--- config.mk ---
export PLATFORM = sky130hd
export DESIGN_NAME = osc_enable_ctrl
export DESIGN_NICKNAME = d
export VERILOG_FILES = /design/src/rtl/osc_ctl_pkg.sv /design/src/rtl/osc_req_arbiter.sv /design/src/rtl/osc_startup_timer.sv /design/src/rtl/osc_cfg_regs.sv /design/src/rtl/osc_enable_ctrl.sv
export SDC_FILE = /design/constraint.sdc
export NUM_CORES = 1
export LEC_CHECK = 0
export ABC_AREA = 1
export CAP_MARGIN = 20
export CORE_MARGIN = 4
export CORE_UTILIZATION = 25
export CTS_CLUSTER_SIZE = 12
export DETAILED_ROUTE_END_ITERATION = 8
export DONT_BUFFER_PORTS = 1
export GPL_ROUTABILITY_DRIVEN = 1
export PLACE_DENSITY = 0.4
export SYNTH_ARGS = -nofsm -noshare
export SYNTH_HDL_FRONTEND = slang
export SYNTH_SLANG_ARGS = --single-unit
--- constraint.sdc ---
create_clock -name clk -period 4.15 [get_ports clk]
set_clock_uncertainty 0.05 [all_clocks]
set_input_delay 0.83 -clock clk [delete_from_list [all_inputs] [get_ports clk]]
set_output_delay 0.83 -clock clk [all_outputs]
set_load 0.1 [all_outputs]
--- src/rtl/osc_ctl_pkg.sv ---
package osc_ctl_pkg;

  localparam int DATA_W = 16;
  localparam int ADDR_W = 3;

  localparam logic [ADDR_W-1:0] A_CTRL = 3'd0;
  localparam logic [ADDR_W-1:0] A_CFG  = 3'd1;
  localparam logic [ADDR_W-1:0] A_CAL  = 3'd2;
  localparam logic [ADDR_W-1:0] A_KEY  = 3'd3;
  localparam logic [ADDR_W-1:0] A_STAT = 3'd4;

  typedef enum logic [1:0] {
    POL_OFF    = 2'd0,
    POL_ON     = 2'd1,
    POL_DEMAND = 2'd2,
    POL_RSVD   = 2'd3
  } run_pol_e;

  typedef struct packed {
    logic     force_run;
    logic     ign_req;
    run_pol_e pol;
  } ctrl_t;

  // Effective startup count: crystal mode never goes below the floor.
  function automatic logic [DATA_W-1:0] eff_timeout(
      input logic [DATA_W-1:0] field,
      input logic              ext_src,
      input logic [DATA_W-1:0] floor_v);
    if (ext_src || field >= floor_v) return field;
    return floor_v;
  endfunction

  // Run decision for one control word and the reduced request.
  function automatic logic run_wanted(input ctrl_t c, input logic any_req);
    logic r;
    r = c.force_run;
    if (c.pol == POL_ON) r = 1'b1;
    if (c.pol == POL_DEMAND && !c.ign_req && any_req) r = 1'b1;
    return r;
  endfunction

endpackage

--- src/rtl/osc_req_arbiter.sv ---
module osc_req_arbiter
  import osc_ctl_pkg::*;
#(
  parameter int NUM_REQ = 4
) (
  input  ctrl_t              ctrl,
  input  logic [NUM_REQ-1:0] req,
  output logic               any_req,
  output logic               want
);
  logic [NUM_REQ:0] chain;

  assign chain[0] = 1'b0;
  for (genvar i = 0; i < NUM_REQ; i++) begin : g_or
    assign chain[i+1] = chain[i] | req[i];
  end

  assign any_req = chain[NUM_REQ];
  assign want    = run_wanted(ctrl, any_req);
endmodule

--- src/rtl/osc_startup_timer.sv ---
module osc_startup_timer #(
  parameter int TMO_W = 15
) (
  input  logic             clk,
  input  logic             rst_n,
  input  logic             want,
  input  logic             tick,
  input  logic [TMO_W-1:0] limit,
  output logic             osc_en,
  output logic             osc_rdy,
  output logic [TMO_W-1:0] cnt,
  output logic             cnt_step
);
  logic             en_q;
  logic [TMO_W-1:0] cnt_q;

  assign cnt_step = en_q && tick && (cnt_q < limit);

  always_ff @(posedge clk) begin
    if (!rst_n) begin
      en_q  <= 1'b0;
      cnt_q <= '0;
    end else begin
      en_q <= want;
      if (!en_q)         cnt_q <= '0;
      else if (cnt_step) cnt_q <= cnt_q + 1'b1;
    end
  end

  assign osc_en  = en_q;
  assign osc_rdy = en_q && (cnt_q >= limit);
  assign cnt     = cnt_q;
endmodule

--- src/rtl/osc_cfg_regs.sv ---
module osc_cfg_regs
  import osc_ctl_pkg::*;
#(
  parameter int          TMO_W      = 15,
  parameter int          CAL_W      = 8,
  parameter int          RESET_TMO  = 256,
  parameter logic [15:0] UNLOCK_KEY = 16'h1A20
) (
  input  logic              clk,
  input  logic              rst_n,
  input  logic              wr_en,
  input  logic              rd_en,
  input  logic [ADDR_W-1:0] addr,
  input  logic [DATA_W-1:0] wdata,
  input  logic              cal_busy,
  input  logic              osc_en,
  input  logic              osc_rdy,
  output logic [DATA_W-1:0] rdata,
  output logic              err,
  output ctrl_t             ctrl,
  output logic [TMO_W-1:0]  tmo_field,
  output logic              ext_src,
  output logic [CAL_W-1:0]  cal,
  output logic              locked,
  output logic              cfg_block,
  output logic              cal_block
);
  ctrl_t            ctrl_q;
  logic [TMO_W-1:0] tmo_q;
  logic             ext_q;
  logic [CAL_W-1:0] cal_q;
  logic             lock_q;

  logic wr_ctrl, wr_cfg, wr_cal, wr_key;
  logic cfg_take, cal_take;

  assign wr_ctrl = wr_en && addr == A_CTRL;
  assign wr_cfg  = wr_en && addr == A_CFG;
  assign wr_cal  = wr_en && addr == A_CAL;
  assign wr_key  = wr_en && addr == A_KEY;

  // Lock wins: a frozen word swallows writes quietly.
  assign cfg_block = wr_cfg && !lock_q && osc_en;
  assign cal_block = wr_cal && !lock_q && cal_busy;
  assign cfg_take  = wr_cfg && !lock_q && !osc_en;
  assign cal_take  = wr_cal && !lock_q && !cal_busy;
  assign err       = cfg_block || cal_block;

  always_ff @(posedge clk) begin
    if (!rst_n) begin
      ctrl_q <= '{force_run: 1'b0, ign_req: 1'b0, pol: POL_DEMAND};
      tmo_q  <= TMO_W'(RESET_TMO);
      ext_q  <= 1'b0;
      cal_q  <= '0;
      lock_q <= 1'b0;
    end else begin
      if (wr_ctrl) ctrl_q <= ctrl_t'(wdata[$bits(ctrl_t)-1:0]);
      if (cfg_take) begin
        tmo_q <= wdata[TMO_W-1:0];
        ext_q <= wdata[DATA_W-1];
      end
      if (cal_take) cal_q <= wdata[CAL_W-1:0];
      if (wr_key)   lock_q <= (wdata != UNLOCK_KEY);
    end
  end

  always_comb begin
    rdata = '0;
    if (rd_en) begin
      case (addr)
        A_CTRL: rdata[$bits(ctrl_t)-1:0] = ctrl_q;
        A_CFG: begin
          rdata[TMO_W-1:0]  = tmo_q;
          rdata[DATA_W-1]   = ext_q;
        end
        A_CAL:  rdata[CAL_W-1:0] = cal_q;
        A_KEY:  rdata[0] = lock_q;
        A_STAT: rdata[2:0] = {lock_q, osc_rdy, osc_en};
        default: rdata = '0;
      endcase
    end
  end

  assign ctrl      = ctrl_q;
  assign tmo_field = tmo_q;
  assign ext_src   = ext_q;
  assign cal       = cal_q;
  assign locked    = lock_q;
endmodule

--- src/rtl/osc_enable_ctrl.sv ---
module osc_enable_ctrl
  import osc_ctl_pkg::*;
#(
  parameter int          NUM_REQ    = 4,
  parameter int          TMO_W      = 15,
  parameter int          CAL_W      = 8,
  parameter int          MIN_XTAL   = 256,
  parameter int          RESET_TMO  = 256,
  parameter logic [15:0] UNLOCK_KEY = 16'h1A20
) (
  input  logic               clk,
  input  logic               rst_n,
  input  logic               wr_en,
  input  logic               rd_en,
  input  logic [2:0]         addr,
  input  logic [15:0]        wdata,
  output logic [15:0]        rdata,
  output logic               err,
  input  logic [NUM_REQ-1:0] req,
  input  logic               cal_busy,
  input  logic               osc_tick,
  output logic               osc_en,
  output logic               osc_rdy
);
  ctrl_t             ctrl;
  logic [TMO_W-1:0]  tmo_field;
  logic              ext_src;
  logic [CAL_W-1:0]  cal;
  logic              locked;
  logic              cfg_block;
  logic              cal_block;
  logic              any_req;
  logic              want;
  logic [TMO_W-1:0]  limit;
  logic [TMO_W-1:0]  cnt;
  logic              cnt_step;
  logic [DATA_W-1:0] cfg_word;
  logic [DATA_W-1:0] limit_wide;

  assign cfg_word   = {ext_src, {(DATA_W-1-TMO_W){1'b0}}, tmo_field};
  assign limit_wide = eff_timeout(DATA_W'(tmo_field), ext_src, DATA_W'(MIN_XTAL));
  assign limit      = limit_wide[TMO_W-1:0];

  osc_cfg_regs #(
    .TMO_W(TMO_W), .CAL_W(CAL_W), .RESET_TMO(RESET_TMO), .UNLOCK_KEY(UNLOCK_KEY)
  ) u_regs (
    .clk(clk), .rst_n(rst_n), .wr_en(wr_en), .rd_en(rd_en), .addr(addr),
    .wdata(wdata), .cal_busy(cal_busy), .osc_en(osc_en), .osc_rdy(osc_rdy),
    .rdata(rdata), .err(err), .ctrl(ctrl), .tmo_field(tmo_field),
    .ext_src(ext_src), .cal(cal), .locked(locked),
    .cfg_block(cfg_block), .cal_block(cal_block)
  );

  osc_req_arbiter #(.NUM_REQ(NUM_REQ)) u_arb (
    .ctrl(ctrl), .req(req), .any_req(any_req), .want(want)
  );

  osc_startup_timer #(.TMO_W(TMO_W)) u_tmr (
    .clk(clk), .rst_n(rst_n), .want(want), .tick(osc_tick), .limit(limit),
    .osc_en(osc_en), .osc_rdy(osc_rdy), .cnt(cnt), .cnt_step(cnt_step)
  );
endmodule

==> flow_summary.yaml, run 1 <==
grt:
  grt_pass1_wl_um: 13800
  grt_pass1_vias: 2665
  grt.total_usage_pct: 13.1
  grt_overflow: 0
  antenna_found_initial: 0
  grt_max_degree: 28
routing:
  vias: 2723
  drtIter0Drc: 128
  wl_per_cell_um: 14.5
  detail_route.wirelength_um: 8310
  ant_nets: 0
  avgViaCountPerCell: 4.76
  dr.pass1.iters: 4
  remaining_drc_errors: 0
cells_and_area:
  regArea_um2: 901
  antenna-diode-count: 0
  utilization_pct: 31.0
  syn2layout_area_growth_pct: 20.4
  layout.cells.non_filler: 572
  multi_input_area_um2: 1690
  final_area_um2: 3370
  nFillCells: 1195
  layout-drive-gt1-share_pct: 13.9
  nNetsFinal: 476
power_and_ir_drop:
  p_leak_uw: 0.00127
  peakVddDrop_v: 0.000102
  powerDensity_nw_per_um2: 246
place:
  io_buffers: 0
  gp_congestion: 0.762
  placed_area_um2: 3290
  place_inst: 564
  dpl.hpwl_um: 6400
floorplanning:
  dieArea_um2: 13000
  row_count: 38
  die_y_um: 114
  initial_core_util_pct: 25.7
  dieWidth_um: 114
  ios: 48
  coreArea_um2: 10900
yosys:
  ys_ff_latch: 45
  yosysMostFrequentCell: "nand2_1"
  synth_fp_nets: 461
  synthTopCellsByArea: "dfxtp_1 (32%), nand2_1 (13%), a21oi_1 (9.3%)"
  synth_top_cells_by_count: "nand2_1 (100), inv_1 (55), a21oi_1 (52)"
  netlist_instances: 416
  ys_seq_area_share_pct: 32.1
  yosysTopAreaCell: "dfxtp_1"
  synth_ff_type: "dfxtp_1"
  yosys_warnings: 0
  ys_types: 35
  synth_edf_count: 0
  synth_area_um2: 2800
  async_flop_share_pct: 0
  synth_area_per_cell_um2: 6.74
  yosysTopAreaCellShare_pct: 32.1
worst_setup_path:
  r2r-start: "u_regs.tmo_field[12]"
  crit_required_ns: 3.27
  path_class: "flip-flop to output port"
  end_kind: "output port"
  r2r_slack_ns: 1.69
  rr_endpoint: "u_tmr.cnt[9]"
  path_max_fanout: 17
  startpoint_type: "flip-flop"
  r2r_cells: 14
  arrival_ns: 2.72
clocking:
  root_buffer: "clkbuf_8"
  postCtsResizedCells: 0
  h-tree-depth: 2
  cts_tree: "yes"
  ctsHoldBuffers: 0
  insertion_delay_ns: 0.30
  cts_buffers: 5
  post-cts-setup-buffer-count: 0
  clock_sinks: 45
  path_clk_slew_ns: 0.09
  cts_buffer_depth: 2
run_status:
  status: "completed"
min_path:
  min_from: "u_regs.cal[7]"
  hp-class: "flip-flop to flip-flop"
  holdPathStages: 2
  hold_path_end: "u_regs.cal[7]"
sta:
  period_minus_slack_ns: 3.60
  fin_crit_sh_pct: 86.8
  hold_viol: 0
  rsz0062_at_grt: "no"
  relSlewSlack_pct: 46.7
  fmax_ghz: 0.278
  final-setup-viol-count: 0
  maxSlewViolCount: 0
  max_slew.worst_pin.slew_ns: 0.799
  tns_ns: 0
  holdWs_ns: 0.397
job:
  maxCapViolations: 0
-- cell usage in the layout, fill, tap and decap left out, types with 4 or more instances in the layout --
| cell type | count |
|---|---|
| nand3_1 | 14 |
| dfxtp_1 | 45 |
| nor2_1 | 21 |
| clkbuf_8 | 5 |
| o22ai_1 | 4 |
| nor2_2 | 4 |
| nand4_1 | 23 |
| nand3b_1 | 4 |
| nor3_2 | 8 |
| inv_1 | 55 |
| buf_4 | 12 |
| o21ai_0 | 27 |
| buf_16 | 6 |
| a21oi_2 | 7 |
| nor3_1 | 5 |
| ha_1 | 16 |
| nand2_1 | 100 |
| a21oi_1 | 47 |
-- per-stage QoR --
stage	setup slack, ns	power [uW]
finish	0.548	830
global route	0.264	870
CTS	0.494	842
detailed placement	0.852	562
global placement	0.886	562
floorplan	0.0232	537
-- kinds of logic after synthesis --
logic type | Yosys count | synth area share [%]
flip-flops | 45 | 32.1
adder cells (fa/ha/maj) | 16 | 7.14
AND/OR/NAND/NOR | 191 | 32.1
buffers and inverters | 69 | 9.82
XOR/XNOR | 4 | 1.25
AO/OA/AOI/OAI | 91 | 17.5
-- worst max-delay path: stages (launching register included) --
cell and delay [ns]:
dfxtp_1 0.31, inv_1 0.13, nand4_1 0.12, nor2_1 0.22, inv_1 0.17, nand2_1 0.10, ha_1 0.22, nand2_1 0.10
inv_1 0.04, a21oi_1 0.14, nand2_1 0.11, nand2_4 0.19, nand3_1 0.15, nand2_1 0.10, a21oi_2 0.05, buf_4 0.27
-- where the power goes --
part / leakage (uW) / switching, uW / internal (uW)
Combinational: 0.000872 / 77.2 / 27.4
Sequential: 0.000364 / 6.38 / 440
Clock: 0.0000385 / 159 / 120
Total: 0.00127 / 243 / 587
-- flip-flops by register name, indices dropped and copies added, names as in the netlist --
signal	flops
u_tmr.osc_en	1
u_regs.cal	8
u_regs.tmo_field	15
u_regs.ctrl	4
u_tmr.cnt	15
u_regs.ext_src	1
u_regs.locked	1
-- area by class of cell --
class                   count  area share (%)
well taps                 140            5.19
repair buffers             20            9.05
flip-flops and latches     45            26.7
inverters                  57            6.34
multi-input cells         302            50.2
clock buffers               7            2.26
clock inverters             1           0.223
-- metal layers --
| layer | GRT usage (%) | share of wire, % |
|---|---|---|
| met1 | 18.3 | 48 |
| met2 | 21.0 | 47 |
| met3 | 2.60 | 4.6 |
| met4 | 2.38 | 0.58 |
| met5 | 0 | 0 |
-- how the worst max path moves through the flow --
stage,from,slack (ns),to
detailed placement,u_regs.tmo_field[12],0.85,rdata[1]
floorplan,addr[1],0.02,rdata[10]
finish,u_regs.tmo_field[12],0.55,rdata[1]
global placement,u_regs.tmo_field[12],0.89,rdata[1]
global route,u_regs.tmo_field[13],0.26,rdata[1]
CTS,u_regs.tmo_field[12],0.49,rdata[1]
Note: power is estimated with default switching activity, not from simulation.
==> inputs of run 2 (changes only) <==
--- a/config.mk
+++ b/config.mk
@@ -7,6 +7,7 @@
 export LEC_CHECK = 0
 export ABC_AREA = 1
 export CAP_MARGIN = 20
+export CORE_ASPECT_RATIO = 2
 export CORE_MARGIN = 4
 export CORE_UTILIZATION = 25
 export CTS_CLUSTER_SIZE = 12
@@ -16,4 +17,5 @@
 export PLACE_DENSITY = 0.4
 export SYNTH_ARGS = -nofsm -noshare
 export SYNTH_HDL_FRONTEND = slang
+export SYNTH_HIERARCHICAL = 1
 export SYNTH_SLANG_ARGS = --single-unit
==> flow_summary.yaml, run 2 <==
cells_and_area:
  layout-drive-gt1-share_pct: 12.6
  nNetsFinal: 631
  syn2layout_area_growth_pct: 17.2
  layout_commonest_cell: "nand2_1"
  antenna-diode-count: 0
  final_cell_mix: "nand2_1 (143), inv_1 (135), nor2_1 (81), dfxtp_1 (45), nand4_1 (42)"
power_and_ir_drop:
  p_switching_uw: 303
  pwr-share-clk_pct: 41.0
  p_int_uw: 704
  p_leak_uw: 0.00183
  seq_power_share_pct: 44.5
  swShare_pct: 30.1
  peakVddDrop_v: 0.000132
  powerDensity_nw_per_um2: 251
  combPwrFrac_pct: 14.5
sta:
  holdWs_ns: 0.463
  hold_viol: 0
  fin_crit_sh_pct: 91.2
  max_slew.worst_pin.slew_ns: 0.805
  maxSlewViolCount: 0
  final-setup-viol-count: 0
  rsz0062_at_grt: "no"
  period_minus_slack_ns: 3.78
  tns_ns: 0
  fmax_ghz: 0.264
  relSlewSlack_pct: 46.3
worst_setup_path:
  startpoint_type: "flip-flop"
  path_cells: "nor2_1 -> nand2_1 -> nor2_4 -> nor2_1 -> inv_1 -> ha_1 -> nand2_1 -> inv_1 -> a21oi_1 -> nand2_1 -> nand2_8 -> nand2_1 -> o21ai_0 -> inv_1 -> nand3_1 -> o21ai_0 -> nor2_1 -> nor2_2 -> buf_12"
  cpMaxStageDelayCell: "dfxtp_1"
  crit_path_max_incr_delay_ns: 0.33
  r2r_cells: 15
  rr_endpoint: "u_tmr/cnt[11]"
  cp_common_cell: "nand2_1"
  cpLargestDelayFamily: "simple AND/OR/NAND/NOR gates"
  path_max_fanout: 26
  cp.depth: 19
  arrival_ns: 2.90
  end_kind: "output port"
  cp_num_buf_inv: 4
  r2r-start: "u_regs/tmo_field[12]"
  r2r_slack_ns: 1.77
  crit_required_ns: 3.27
  path_class: "flip-flop to output port"
clocking:
  root_buffer: "clkbuf_16"
  cts_buffer_depth: 2
  path_clk_slew_ns: 0.07
  insertion_delay_ns: 0.30
  h-tree-depth: 2
  ctsHoldBuffers: 0
  clock_sinks: 45
  cts_buffers: 5
  cts_tree: "yes"
  post-cts-setup-buffer-count: 0
yosys:
  netlist_instances: 581
  synth_fp_nets: 626
  yosys_warnings: 6
  synth_area_per_cell_um2: 5.90
  synth_area_um2: 3430
min_path:
  hp-class: "flip-flop to flip-flop"
  holdPathStages: 4
  hold_path_end: "u_regs/cal[0]"
  min_from: "u_regs/cal[0]"
floorplanning:
  dieArea_um2: 15800
  initial_core_util_pct: 25.5
  coreArea_um2: 13400
  ios: 48
  die_y_um: 174
  row_count: 60
  dieWidth_um: 90.8
grt:
  antenna_found_initial: 0
  grt_pass1_wl_um: 16800
  grt.total_usage_pct: 13.4
  grt_overflow: 0
  grt_pass1_vias: 3437
  grt_max_degree: 32
place:
  gp_congestion: 0.854
  dpl.hpwl_um: 8390
  io_buffers: 0
job:
  maxCapViolations: 0
routing:
  remaining_drc_errors: 0
  ant_nets: 0
  avgViaCountPerCell: 4.53
  wl_per_cell_um: 13.8
  vias: 3362
  drtIter0Drc: 76
  dr.pass1.iters: 4
  detail_route.wirelength_um: 10300
run_status:
  status: "completed"
run 2: worst register-to-register path, stage by stage, from the launching register on:
cell and delay, ns:
dfxtp_1 0.33, nor2_1 0.10, nand2_1 0.10, nor2_4 0.21, nor2_1 0.06, inv_1 0.05
ha_1 0.23, nand2_1 0.11, inv_1 0.04, a21oi_1 0.14, nand2_1 0.15, nand2_8 0.18
nand2_1 0.11, nor2_1 0.27, nor2_1 0.09, nor2_2 0.10
run 2: worst max path at each step:
stage	from	to	slack (ns)
floorplan	u_regs/tmo_field[8]	rdata[1]	0.03
global placement	u_regs/tmo_field[13]	rdata[1]	0.68
detailed placement	u_regs/tmo_field[13]	rdata[1]	0.61
CTS	u_regs/tmo_field[13]	rdata[1]	0.27
global route	u_regs/tmo_field[9]	rdata[1]	0.01
finish	u_regs/tmo_field[12]	rdata[1]	0.37
run 2: layer usage:
metal | wire [um] | GRT usage [%]
met1 | 3480 | 12.3
met2 | 5880 | 26.4
met5 | 0 | 0
met4 | 575 | 8.38
met3 | 313 | 2.13
run 2: power by group through the flow:
stage                     clock (uW)  combinational (uW)  sequential (uW)
after floorplan                    0                 112              464
after global placement             0                 145              458
after detailed placement           0                 146              459
after CTS                        430                 146              448
after global routing             443                 164              450
final                            412                 146              448
run 2: metrics by stage:
step	setup WS (ns)	std cells	power [uW]	utilization [%]	instance area, um2
after detailed placement	0.607	734	604	28.8	3860
after floorplan	0.0272	581	576	-	3440
after global placement	0.682	734	603	28.8	3860
final	0.367	742	1010	29.9	4020
after CTS	0.268	742	1020	29.8	4010
after global routing	0.0101	742	1060	29.9	4020
run 2: final cells by class:
cell class | count | area (um2)
Tap cell | 155 | 194
Timing Repair Buffer | 21 | 305
Clock inverter | 2 | 15.0
Clock buffer | 6 | 129
Multi-Input combinational cell | 374 | 1950
Sequential cell | 45 | 901
Inverter | 139 | 522
Fill cell | 1515 | 9420
run 2: timing repair:
item,4_1_cts,5_1_grt
hold endpoints to repair,0,0
resized for setup,0,1
endpoints found under the setup margin,0,1
